$ cat src/rtl/ipi_pkg.sv
package ipi_pkg;

    typedef enum logic [1:0] {
        SH_DEST   = 2'd0,
        SH_SELF   = 2'd1,
        SH_ALL    = 2'd2,
        SH_OTHERS = 2'd3
    } shorthand_e;

    localparam logic [2:0] MODE_LOWEST = 3'b001;
    localparam logic [2:0] MODE_INIT   = 3'b101;
    localparam logic [3:0] FMT_FLAT    = 4'hF;
    localparam logic [3:0] FMT_CLUSTER = 4'h0;
    localparam logic [7:0] DEST_BCAST  = 8'hFF;

    typedef struct packed {
        logic [7:0] vector;
        logic [2:0] mode;
        logic       logical;
        logic       level;
        logic       trig;
        shorthand_e shorthand;
        logic [7:0] dest;
    } ipi_cmd_t;

    function automatic ipi_cmd_t decode_cmd(input logic [31:0] lo, input logic [31:0] hi);
        ipi_cmd_t c;
        c.vector    = lo[7:0];
        c.mode      = lo[10:8];
        c.logical   = lo[11];
        c.level     = lo[14];
        c.trig      = lo[15];
        c.shorthand = shorthand_e'(lo[19:18]);
        c.dest      = hi[31:24];
        return c;
    endfunction

endpackage

$ cat src/rtl/ipi_unit_match.sv
module ipi_unit_match
    import ipi_pkg::*;
#(
    parameter int UNIT  = 0,
    parameter int IDX_W = 3
) (
    input  logic [7:0]       dest,
    input  logic             logical,
    input  shorthand_e       shorthand,
    input  logic [IDX_W-1:0] src,
    input  logic [7:0]       phys_id,
    input  logic [7:0]       log_id,
    input  logic [3:0]       fmt,
    input  logic             present,
    output logic             hit
);

    logic addr_hit;
    logic is_self;
    logic sel;

    always_comb begin
        if (!logical) begin
            addr_hit = (dest == DEST_BCAST) || (dest == phys_id);
        end else begin
            case (fmt)
                FMT_FLAT:    addr_hit = |(log_id & dest);
                FMT_CLUSTER: addr_hit = (log_id[7:4] == dest[7:4]) && (|(log_id[3:0] & dest[3:0]));
                default:     addr_hit = 1'b0;
            endcase
        end
        is_self = (src == IDX_W'(UNIT));
        case (shorthand)
            SH_DEST:   sel = addr_hit;
            SH_SELF:   sel = is_self;
            SH_ALL:    sel = 1'b1;
            SH_OTHERS: sel = !is_self;
            default:   sel = 1'b0;
        endcase
        hit = present && sel;
    end

endmodule

$ cat src/rtl/ipi_rr_scan.sv
module ipi_rr_scan #(
    parameter int NUM_UNITS = 8,
    parameter int IDX_W     = 3
) (
    input  logic [IDX_W-1:0]     cand,
    input  logic [IDX_W-1:0]     ptr,
    input  logic [NUM_UNITS-1:0] bitmap,
    input  logic [NUM_UNITS-1:0] enabled,
    output logic                 take,
    output logic                 last,
    output logic [IDX_W-1:0]     cand_nxt
);

    localparam logic [IDX_W-1:0] LAST_IDX = IDX_W'(NUM_UNITS - 1);

    always_comb begin
        take     = bitmap[cand] && enabled[cand];
        last     = (cand == ptr);
        cand_nxt = (cand == LAST_IDX) ? '0 : cand + 1'b1;
    end

endmodule

$ cat src/rtl/ipi_dest_resolver.sv
module ipi_dest_resolver
    import ipi_pkg::*;
#(
    parameter int NUM_UNITS = 8,
    localparam int IDX_W    = (NUM_UNITS > 1) ? $clog2(NUM_UNITS) : 1
) (
    input  logic                   clk,
    input  logic                   rst_n,
    input  logic                   cmd_valid,
    input  logic [31:0]            cmd_lo,
    input  logic [31:0]            cmd_hi,
    input  logic [IDX_W-1:0]       cmd_src,
    input  logic [NUM_UNITS-1:0]   unit_present,
    input  logic [NUM_UNITS-1:0]   unit_enabled,
    input  logic [NUM_UNITS*8-1:0] unit_phys_id,
    input  logic [NUM_UNITS*8-1:0] unit_log_id,
    input  logic [NUM_UNITS*4-1:0] unit_fmt,
    output logic                   busy,
    output logic                   dlv_valid,
    output logic [NUM_UNITS-1:0]   dlv_mask,
    output logic [7:0]             dlv_vector,
    output logic [2:0]             dlv_mode,
    output logic                   dlv_level,
    output logic                   dlv_trig
);

    localparam logic [IDX_W-1:0] LAST_IDX = IDX_W'(NUM_UNITS - 1);

    typedef struct packed {
        logic                 busy;
        logic [NUM_UNITS-1:0] bitmap;
        logic [IDX_W-1:0]     ptr;
        logic [IDX_W-1:0]     cand;
        logic                 out_valid;
        logic [NUM_UNITS-1:0] out_mask;
        logic [7:0]           vec;
        logic [2:0]           mode;
        logic                 lvl;
        logic                 trig;
    } state_t;

    state_t st_d, st_q;

    ipi_cmd_t             cmd;
    logic [NUM_UNITS-1:0] hits;
    logic                 rr_take;
    logic                 rr_last;
    logic [IDX_W-1:0]     rr_nxt;
    logic                 init_drop;

    assign cmd = decode_cmd(cmd_lo, cmd_hi);

    for (genvar u = 0; u < NUM_UNITS; u++) begin : g_unit
        ipi_unit_match #(
            .UNIT  (u),
            .IDX_W (IDX_W)
        ) match_i (
            .dest      (cmd.dest),
            .logical   (cmd.logical),
            .shorthand (cmd.shorthand),
            .src       (cmd_src),
            .phys_id   (unit_phys_id[u*8 +: 8]),
            .log_id    (unit_log_id[u*8 +: 8]),
            .fmt       (unit_fmt[u*4 +: 4]),
            .present   (unit_present[u]),
            .hit       (hits[u])
        );
    end

    ipi_rr_scan #(
        .NUM_UNITS (NUM_UNITS),
        .IDX_W     (IDX_W)
    ) scan_i (
        .cand     (st_q.cand),
        .ptr      (st_q.ptr),
        .bitmap   (st_q.bitmap),
        .enabled  (unit_enabled),
        .take     (rr_take),
        .last     (rr_last),
        .cand_nxt (rr_nxt)
    );

    assign init_drop = (cmd.mode == MODE_INIT) && cmd.trig && !cmd.level;

    always_comb begin
        st_d           = st_q;
        st_d.out_valid = 1'b0;
        if (st_q.busy) begin
            if (rr_take) begin
                st_d.out_valid           = 1'b1;
                st_d.out_mask            = '0;
                st_d.out_mask[st_q.cand] = 1'b1;
                st_d.ptr                 = st_q.cand;
                st_d.busy                = 1'b0;
            end else if (rr_last) begin
                st_d.busy = 1'b0;
            end else begin
                st_d.cand = rr_nxt;
            end
        end else if (cmd_valid) begin
            if (cmd.mode == MODE_LOWEST) begin
                st_d.busy   = 1'b1;
                st_d.bitmap = hits;
                st_d.cand   = (st_q.ptr == LAST_IDX) ? '0 : st_q.ptr + 1'b1;
                st_d.vec    = cmd.vector;
                st_d.mode   = cmd.mode;
                st_d.lvl    = cmd.level;
                st_d.trig   = cmd.trig;
            end else if (!init_drop) begin
                st_d.out_valid = 1'b1;
                st_d.out_mask  = hits;
                st_d.vec       = cmd.vector;
                st_d.mode      = cmd.mode;
                st_d.lvl       = cmd.level;
                st_d.trig      = cmd.trig;
            end
        end
    end

    always_ff @(posedge clk or negedge rst_n) begin
        if (!rst_n) begin
            st_q     <= '0;
            st_q.ptr <= LAST_IDX;
        end else begin
            st_q <= st_d;
        end
    end

    assign busy       = st_q.busy;
    assign dlv_valid  = st_q.out_valid;
    assign dlv_mask   = st_q.out_mask;
    assign dlv_vector = st_q.vec;
    assign dlv_mode   = st_q.mode;
    assign dlv_level  = st_q.lvl;
    assign dlv_trig   = st_q.trig;

endmodule

$ cat config.mk
export PLATFORM = sky130hd
export DESIGN_NAME = ipi_dest_resolver
export DESIGN_NICKNAME = d
export VERILOG_FILES = /design/src/rtl/ipi_pkg.sv /design/src/rtl/ipi_unit_match.sv /design/src/rtl/ipi_rr_scan.sv /design/src/rtl/ipi_dest_resolver.sv
export SDC_FILE = /design/constraint.sdc
export NUM_CORES = 1
export LEC_CHECK = 0
export BUFFER_PORTS_ARGS = -buffer_cell sky130_fd_sc_hd__buf_4
export CAP_MARGIN = 0
export CORE_AREA = 2 2 104 106
export CTS_BUF_LIST = sky130_fd_sc_hd__clkbuf_8 sky130_fd_sc_hd__clkbuf_16
export DETAILED_ROUTE_END_ITERATION = 10
export DIE_AREA = 0 0 106 108
export PLACE_DENSITY = 0.82
export REMOVE_ABC_BUFFERS = 1
export SLEW_MARGIN = 10
export SYNTH_ARGS = -nofsm -noshare
export SYNTH_HDL_FRONTEND = slang
export SYNTH_HIERARCHICAL = 1
export SYNTH_SLANG_ARGS = --single-unit
$ cat constraint.sdc
create_clock -name clk -period 2.2 [get_ports clk]
set_clock_uncertainty 0.05 [all_clocks]
set_input_delay 0.11 -clock clk [delete_from_list [all_inputs] [get_ports clk]]
set_output_delay 0.11 -clock clk [all_outputs]
set_load 0.005 [all_outputs]
# Yosys cells after proc, flatten, opt, wreduce, memory -nomap -nowiden
# Cells that the tools add are included.
[classes]
n_addsub = 2
eq_ne = 46
n_lt_le_gt_ge = 2
reduce_logical = 70
muxes = 46
n_bitwise = 17
[ops]
columns = ["operator", "count"]
rows = [
  ["bitwise AND 8 bit", 8],
  ["equality test 8 bit", 8],
  ["OR reduction 8 bit", 8],
  ["two-way mux 9 bit", 4],
  ["bitwise AND 4 bit", 8],
  ["equality test 4 bit", 8],
  ["equality test 4 bit, second input constant", 8],
  ["zero test 4 bit", 8],
  ["case mux 1 bit (4 select lines)", 8],
  ["OR reduction 4 bit", 8],
  ["two-way mux 25 bit", 1],
  ["two-way mux 22 bit", 1],
  ["equality test 3 bit, second input constant", 7],
  ["logical AND 1 bit", 20],
  ["case mux 1 bit (2 select lines)", 8],
  ["two-way mux 3 bit", 5],
  ["two-way mux 1 bit", 14],
  ["two-way mux 13 bit", 1],
  ["two-way mux 12 bit", 1],
  ["zero test 1 bit", 9],
  ["equality test 8 bit, second input constant", 1],
  ["logical OR 1 bit", 8],
  ["inequality test 2 bit, second input constant", 4],
  ["AND reduction 4 bit", 2],
  ["other kinds (17)", 25],
]
[totals]
register_bits = 37
input_bits = 246
out_inout_bits = 23
word_cells = 193

# Longest topological paths before layout
# Gate-level depths: netlist of run 1.
[depth]
ltp_word = 11
mapped_depth = 9
mapped_depth_nobuf = 7

# By module
# The synthesis of run 1 kept the hierarchy.
[modules_own_cells]
columns = ["module", "seq_area_each_um2", "cells_per_inst", "n_inst", "area_each_um2"]
rows = [
  ["ipi_dest_resolver", 929.6, 150, 1, 1801.7],
  ["ipi_unit_match (g_unit[3].match_i ...)", 0.0, 36, 3, 279.0],
  ["ipi_unit_match (g_unit[1].match_i ...)", 0.0, 35, 3, 276.5],
  ["ipi_unit_match (g_unit[0].match_i ...)", 0.0, 35, 2, 274.0],
  ["ipi_rr_scan", 0.0, 22, 1, 163.9],
]

# Worst setup path after synthesis of run 1
# OpenSTA, ideal clock, no wires.
[synth_path]
kind = "register to register"
start = "register st_q[23] (netlist name)"
end = "register st_q[25] (netlist name)"
setup_ns = 0.082
path_slack_ns = 0.243
path_stages_with_launch = 8
path_buffers = 2
synth_period_minus_slack_ns = 1.957
arrival_ns = 1.825
t_required_ns = 2.068
cell_sequence = "dfrtp_1 > buf_6 > a311oi_2 > o21ai_1 > and4_1 > nand2_1 > clkbuf_1 > mux2_2"
[synth_via]
elab_chain_cells = 4
elab_cells_between_ends = 6
cone_classes = "mux (4); reduce/logical (2)"
[synth_lines]
columns = ["element", "line", "rtl"]
rows = [
  ["start: declaration", "ipi_dest_resolver.sv:42", "state_t st_d, st_q;"],
  ["start signal: assignment", "ipi_dest_resolver.sv:125", "st_q <= st_d;"],
  ["binary-select mux 1 bit (select 3 bit)", "ipi_rr_scan.sv:17", "take = bitmap[cand] && enabled[cand];"],
  ["two-way mux 1 bit (implied by the code)", "ipi_rr_scan.sv:17", ""],
  ["logical AND 1 bit *", "ipi_rr_scan.sv:17", ""],
  ["via rr_take", "ipi_dest_resolver.sv:46", "logic rr_take;"],
  ["AND reduction 2 bit (no source line) *", "-", ""],
]
# Mark *: on every way through the listed nets, which the timed path passes. The rest lies on a longest branch. The select of a mux whose other input is x is not followed.
# A chain may end at the register's enable or synchronous reset.

# Worst setup path after layout of run 1
[layout_path]
start = "register st_q[23] (netlist name)"
end = "register st_q, in the netlist dlv_mask[2]"
[layout_via]
elab_cells_between_ends = 14
cone_classes = "order compare (2); eq/ne (1); mux (8); reduce/logical (3)"
[layout_rtl]
columns = ["element", "line"]
rows = [
  ["binary-select mux 1 bit (select 3 bit)", "ipi_rr_scan.sv:17"],
  ["two-way mux 1 bit (implied by the code)", "ipi_rr_scan.sv:17"],
  ["logical AND 1 bit *", "ipi_rr_scan.sv:17"],
  ["via rr_take", "ipi_dest_resolver.sv:46"],
  ["inequality test 2 x 1 -> 1 bit (no source line) *", "-"],
  ["AND reduction 4 bit (no source line) *", "-"],
]
# Marked as above.

==> run summary, run 1 <==
Status: finished, final reports clean
Vias in the first global route: 4590
Worst-Margin Slew: 0.450 ns
Area Growth Syn to Fin: 46.8%
# rows: 37
Synth Area in Adders: 0.108
Post-synthesis mux area share: 0.0700
Period utilisation layout: 0.910
Register area share after synthesis: 0.222
Yosys warnings: 6
Headroom to the max-slew limit: 0.700
Initial Util: 0.409
CTS Buffer Depth: 2
Chip width: 106 um
RSZ-0062 raised after global routing: false
Die Y: 108 um
# setup viols final: 0
Mapped cell area: 4180 um^2
Crit end category: register
TritonCTS Sinks: 37
Clock-pin slew on the worst setup and hold paths: 0.08 ns
Synth area leaders: dfrtp_1 (20%), xor2_1 (15%), ha_1 (11%), mux2_2 (5.9%), nor4_2 (4.8%)
First-pass DRT Iterations: 4
Drt total wl: 14100 um
Worst Setup Start Kind: register
Fin crit period: 2.00 ns
DR iter-0 viols: 176
CTS root buffer: clkbuf_8
Net count of the finished layout: 963
CORE AREA: 10200 um^2
#FFs+latches synth: 37
Ports: 269
DRC: 0
Crit Path Max Fanout: 12
Antenna viol nets, final: 0
Peak VDD IR: 0.000367 V
Synth Instances: 455
Post-Layout Cell Count: 818
Number of antenna violations at the first check in global routing: 0
Skew-Pair Late Insertion Delay: 0.29 ns
Post-route setup TNS: 0 ns
Async S/R FF share, synth: 1.00
Post-synth EDFFs: 0
Largest net degree at the start of global routing: 38
Post-DP HPWL: 11100 um
Combinational family with the most area after synthesis: simple AND/OR/NAND/NOR gates
Worst Slack Setup Final: 0.198 ns
CP Data Arrival Time: 2.13 ns
Vias/cell: 5.53
Layout cell share with drive strength beyond 1: 0.452
CTS tree: done
Vias: 4522
Synth Area in XOR/XNOR: 0.151
Pwr dens: 495 nW/um^2
Worst Path Required: 2.32 ns
Final Hold Vio Count: 0
Ant diodes: 0
Max Cap Viol: 0
Num CTS Buffers: 5
Cell variety after synth: 47
Area after DPL: 5940 um^2
DIE AREA: 11400 um^2
Final hold slack: 0.00814 ns
Tot GR Track Use: 0.239
Routed WL per cell: 17.2 um
Compound-gate portion of the synthesized area: 0.159
Total grt overflow: 0
Prevailing post-synth register cell: dfrtp_1
Post-synthesis simple-gate area fraction: 0.234
FMAX: 500 MHz
Finished Cell Area: 6140 um^2
DP Worst Slack: 0.158 ns
Number of max-slew violations in the final report: 0
Leak pwr: 2.96 nW
H-tree lvl count: 2
Syn avg cell area: 9.19 um^2
Post-CTS setup buffers: 0
Biggest area consumer among synthesized cells: dfrtp_1
Worst Hold Class: in -> reg
Global-route wire length before repair: 22000 um
Share of the synthesized area in the top cell type: 0.204
DP Cell Count: 802
Number of port buffers: 228
RD Place Congestion: 0.905
Critical path class: reg -> reg
layout by cell type, fill, tap and decap left out, types with 17 or more instances in the layout:
cell type and n:
a21oi_1 17, buf_4 238, dfrtp_1 34, ha_1 36, mux2_2 22, nand2_1 35
nor2_1 17, o21ai_0 19, xor2_1 71
power breakdown:
part / switching [mW] / total [mW] / internal, mW
clock network: 0.248 / 0.587 / 0.339
logic: 0.643 / 1.44 / 0.793
registers: 0.158 / 1.02 / 0.861
state kept, by name, summed over array words and instances, names as in the netlist:
| name | count |
|---|---|
| busy | 1 |
| dlv_valid | 1 |
| dlv_mask | 8 |
| dlv_level | 1 |
| dlv_vector | 8 |
| st_q | 14 |
| dlv_mode | 3 |
| dlv_trig | 1 |
synthesized netlist by cell type (all sizes together), types with 2 or more instances:
library cell  number
nor3b              4
a2111oi            3
buf               23
a22o               2
o21ai             25
a211oi             5
a22oi             16
and3               3
or4                8
a21oi             17
nand4             16
and4               9
o22a               2
inv               10
or3                4
clkbuf             4
dfstp              3
dfrtp             34
xor2              71
ha                36
nand3              5
o2111ai            2
mux2              25
nand3b             2
a31oi              8
nor3              12
a211o              8
nand2             36
nor2              17
nand2b             3
nor4              32
path summary, 6_finish.rpt:
path | cells past startpoint | slack (ns) | startpoint | end
worst max-delay path | 7 | 0.20 | st_q[23]$_DFFE_PN0P_ | dlv_mask[2]$_DFFE_PN0P_
worst min-delay path | 2 | 0.008 | cmd_lo[1] | dlv_vector[1]$_DFFE_PN0P_
worst max register to register | 7 | 0.20 | st_q[23]$_DFFE_PN0P_ | dlv_mask[2]$_DFFE_PN0P_
worst min register to register | 1 | 0.46 | dlv_trig$_DFFE_PN0P_ | dlv_trig$_DFFE_PN0P_
max in group asynchronous | 2 | 1.47 | rst_n | st_q[27]$_DFFE_PN1P_
min in group asynchronous | 2 | 0.27 | rst_n | st_q[33]$_DFFE_PN0P_
cell type report:
type	instances	area [um^2]
clock inverters	3	46.3
clock buffers	5	68.8
well taps	136	170
multi-input cells	381	3020
repair buffers	246	1870
fillers	885	4090
inverters	10	37.5
flip-flops and latches	37	930
critical path, stage by stage (launching register included):
cell and delay (ns):
dfrtp_1 0.50, nand3_1 0.14, o2111ai_1 0.12, and4_1 0.37, nand2_2 0.23, nand2_1 0.14
a21oi_1 0.05, a211o_1 0.28
repair_timing:
item                                    CTS  global route
hold buffers                              5             3
endpoints found under the hold margin    38             3
gates resized for setup                   0             1
endpoints found under the setup margin    0             8
per-layer routing:
metal / GRT usage / up-vias / routed length (um)
li1: - / 2158 / -
met1: 0.290 / 2115 / 5640
met2: 0.433 / 222 / 7120
met3: 0.0386 / 27 / 983
met4: 0.0771 / 0 / 316
met5: 0 / - / 0
metrics by stage:
| stage | power [mW] | util |
|---|---|---|
| floorplan | 1.67 | - |
| CTS | 3.05 | 0.597 |
| finish | 3.04 | 0.600 |
| global route | 3.25 | 0.600 |
| detailed placement | 2.45 | 0.581 |
| global placement | 2.39 | 0.581 |
cell families (layout without fill, tap and decap cells):
kind of cell	count (synthesis)	in the layout
compound gates	92	92
xor+xnor	72	72
fa+ha+maj	36	36
buf+inv	37	264
flops	37	37
mux	25	25
simple gates	156	156
Power figures use the tool's default switching activity.
==> inputs of run 2 (changes only) <==
Settings changed: HOLD_SLACK_MARGIN from default to 0.1.
==> run 2 against run 1 <==
Compared with the run above: critical path depth unchanged; die area unchanged; combinational power about the same; critical path type unchanged.
==> run summary, run 2 (synthesis results as in run 1) <==
Status: finished, final reports clean
Final Hold Vio Count: 0 (unchanged)
Max reg flops: 14 (unchanged)
# rows: 37 (unchanged)
Tot Pwr: 3.06 mW (+0.49%)
CORE AREA: 10200 um^2 (unchanged)
Critical path class: reg -> reg
CTS tree: done
Vias/cell: 5.53 (about the same)
Die Y: 108 um (unchanged)
RD Place Congestion: 0.905 (unchanged)
Crit end category: register
Number of max-slew violations in the final report: 0 (unchanged)
Number of antenna violations at the first check in global routing: 0 (unchanged)
Post-route setup TNS: 0 ns (unchanged)
DR iter-0 viols: 194 (+10%)
CTS root buffer: clkbuf_8
Ant diodes: 0 (unchanged)
Routed WL per cell: 17.2 um (+0.27%)
Total grt overflow: 0 (unchanged)
First-pass DRT Iterations: 5 (+1)
Antenna viol nets, final: 0 (unchanged)
Ports: 269 (unchanged)
DIE AREA: 11400 um^2 (unchanged)
FF-to-FF setup slack: 0.20 ns (about the same)
Chip width: 106 um (unchanged)
Net count of the finished layout: 969 (+0.62%)
Vias in the first global route: 4679 (+1.9%)
DRC: 0 (unchanged)
RSZ-0062 raised after global routing: false
DP Cell Count: 802 (unchanged)
Pwr dens: 493 nW/um^2 (-0.48%)
Worst Hold Class: in -> reg
Peak VDD IR: 0.000369 V (+0.35%)
Vias: 4555 (+0.73%)
Clock-pin slew on the worst setup and hold paths: 0.08 ns (about the same)
Max Cap Viol: 0 (unchanged)
Number of port buffers: 228 (unchanged)
Headroom to the max-slew limit: 0.700 (about the same)
Worst-Margin Slew: 0.451 ns (+0.000350 ns)
Crit Path Max Fanout: 12 (unchanged)
Initial Util: 0.409 (unchanged)
H-tree lvl count: 2 (unchanged)
Area after DPL: 5940 um^2 (unchanged)
Post-Layout Cell Count: 824 (+0.73%)
Worst Setup Start Kind: register
FMAX: 501 MHz (+0.27%)
Area Growth Syn to Fin: 48.3%
Skew-Pair Late Insertion Delay: 0.29 ns (about the same)
# setup viols final: 0 (unchanged)
Layout cell share with drive strength beyond 1: 0.448 (-0.00394)
TritonCTS Sinks: 37 (unchanged)
Reg with most FFs: st_q
Period utilisation layout: 0.907 (-0.00247)
Largest net degree at the start of global routing: 38 (unchanged)
Fin crit period: 2.00 ns (-0.00544 ns)
Post-DP HPWL: 11100 um (unchanged)
Leak pwr: 2.98 nW (+0.85%)
CTS Buffer Depth: 2 (unchanged)
Commonest non-fill, non-tap cell in the layout: buf_4
Commonest cells after routing, fill and taps aside: buf_4 (238), xor2_1 (71), ha_1 (36)
Post-layout util: 0.606 (+0.00587)
Tot GR Track Use: 0.243 (+0.00448)
Finished Cell Area: 6200 um^2 (+0.98%)
CP Data Arrival Time: 2.12 ns (about the same)
Drt total wl: 14200 um (+1.0%)
Global-route wire length before repair: 22400 um (+1.9%)
Num CTS Buffers: 5 (unchanged)
Worst Path Required: 2.33 ns (about the same)
==> run 2: where the power goes <==
part           internal (mW)  leakage [nW]  switching (mW)
Clock                  0.339        0.0543           0.249
Sequential             0.861         0.453           0.162
Combinational          0.800          2.48           0.646
==> run 2: what timing repair did <==
action,CTS,global route
endpoints found under the hold margin,50,0
setup buffers,0,0
setup endpoints to repair,0,8
gates resized for setup,0,1
hold buffers,14,0
==> run 2: worst paths after layout <==
check                                startpoint                       to  depth (start not counted)
min reg2reg                dlv_trig$_DFFE_PN0P_     dlv_trig$_DFFE_PN0P_                          1
max                        st_q[23]$_DFFE_PN0P_  dlv_mask[2]$_DFFE_PN0P_                          7
min                                   cmd_valid     dlv_trig$_DFFE_PN0P_                          3
min in group asynchronous                 rst_n     st_q[33]$_DFFE_PN0P_                          2
max in group asynchronous                 rst_n     st_q[27]$_DFFE_PN1P_                          2
max reg2reg                st_q[23]$_DFFE_PN0P_  dlv_mask[2]$_DFFE_PN0P_                          7
==> run 2: final cells by class <==
class,instances,area (um^2)
clock inverters,3,46.3
well taps,136,170
flip-flops and latches,37,930
fillers,877,4030
inverters,10,37.5
multi-input cells,381,3020
repair buffers,252,1930
clock buffers,5,68.8
==> run 2: worst max-delay path, stage by stage, from the launching register on <==
cell       delay, ns
dfrtp_1         0.51
nand3_1         0.14
o2111ai_1       0.12
and4_1          0.37
nand2_2         0.22
nand2_1         0.14
a21oi_1         0.05
a211o_1         0.27
==> run 2: through the flow <==
| stage | setup slack [ns] | hold WS, ns |
|---|---|---|
| detailed placement | 0.158 | 0.0397 |
| global placement | 0.230 | 0.0388 |
| CTS | 0.105 | 0.141 |
| global route | 0.0745 | 0.135 |
| floorplan | 0.344 | -0.236 |
| finish | 0.204 | 0.145 |
==> run 2: per-layer routing <==
| layer | wire (um) | vias up | GRT usage |
|---|---|---|---|
| met3 | 986 | 25 | 0.0374 |
| met2 | 7190 | 215 | 0.447 |
| met4 | 314 | 0 | 0.0771 |
| met5 | 0 | - | 0 |
| met1 | 5710 | 2139 | 0.292 |
| li1 | - | 2176 | - |
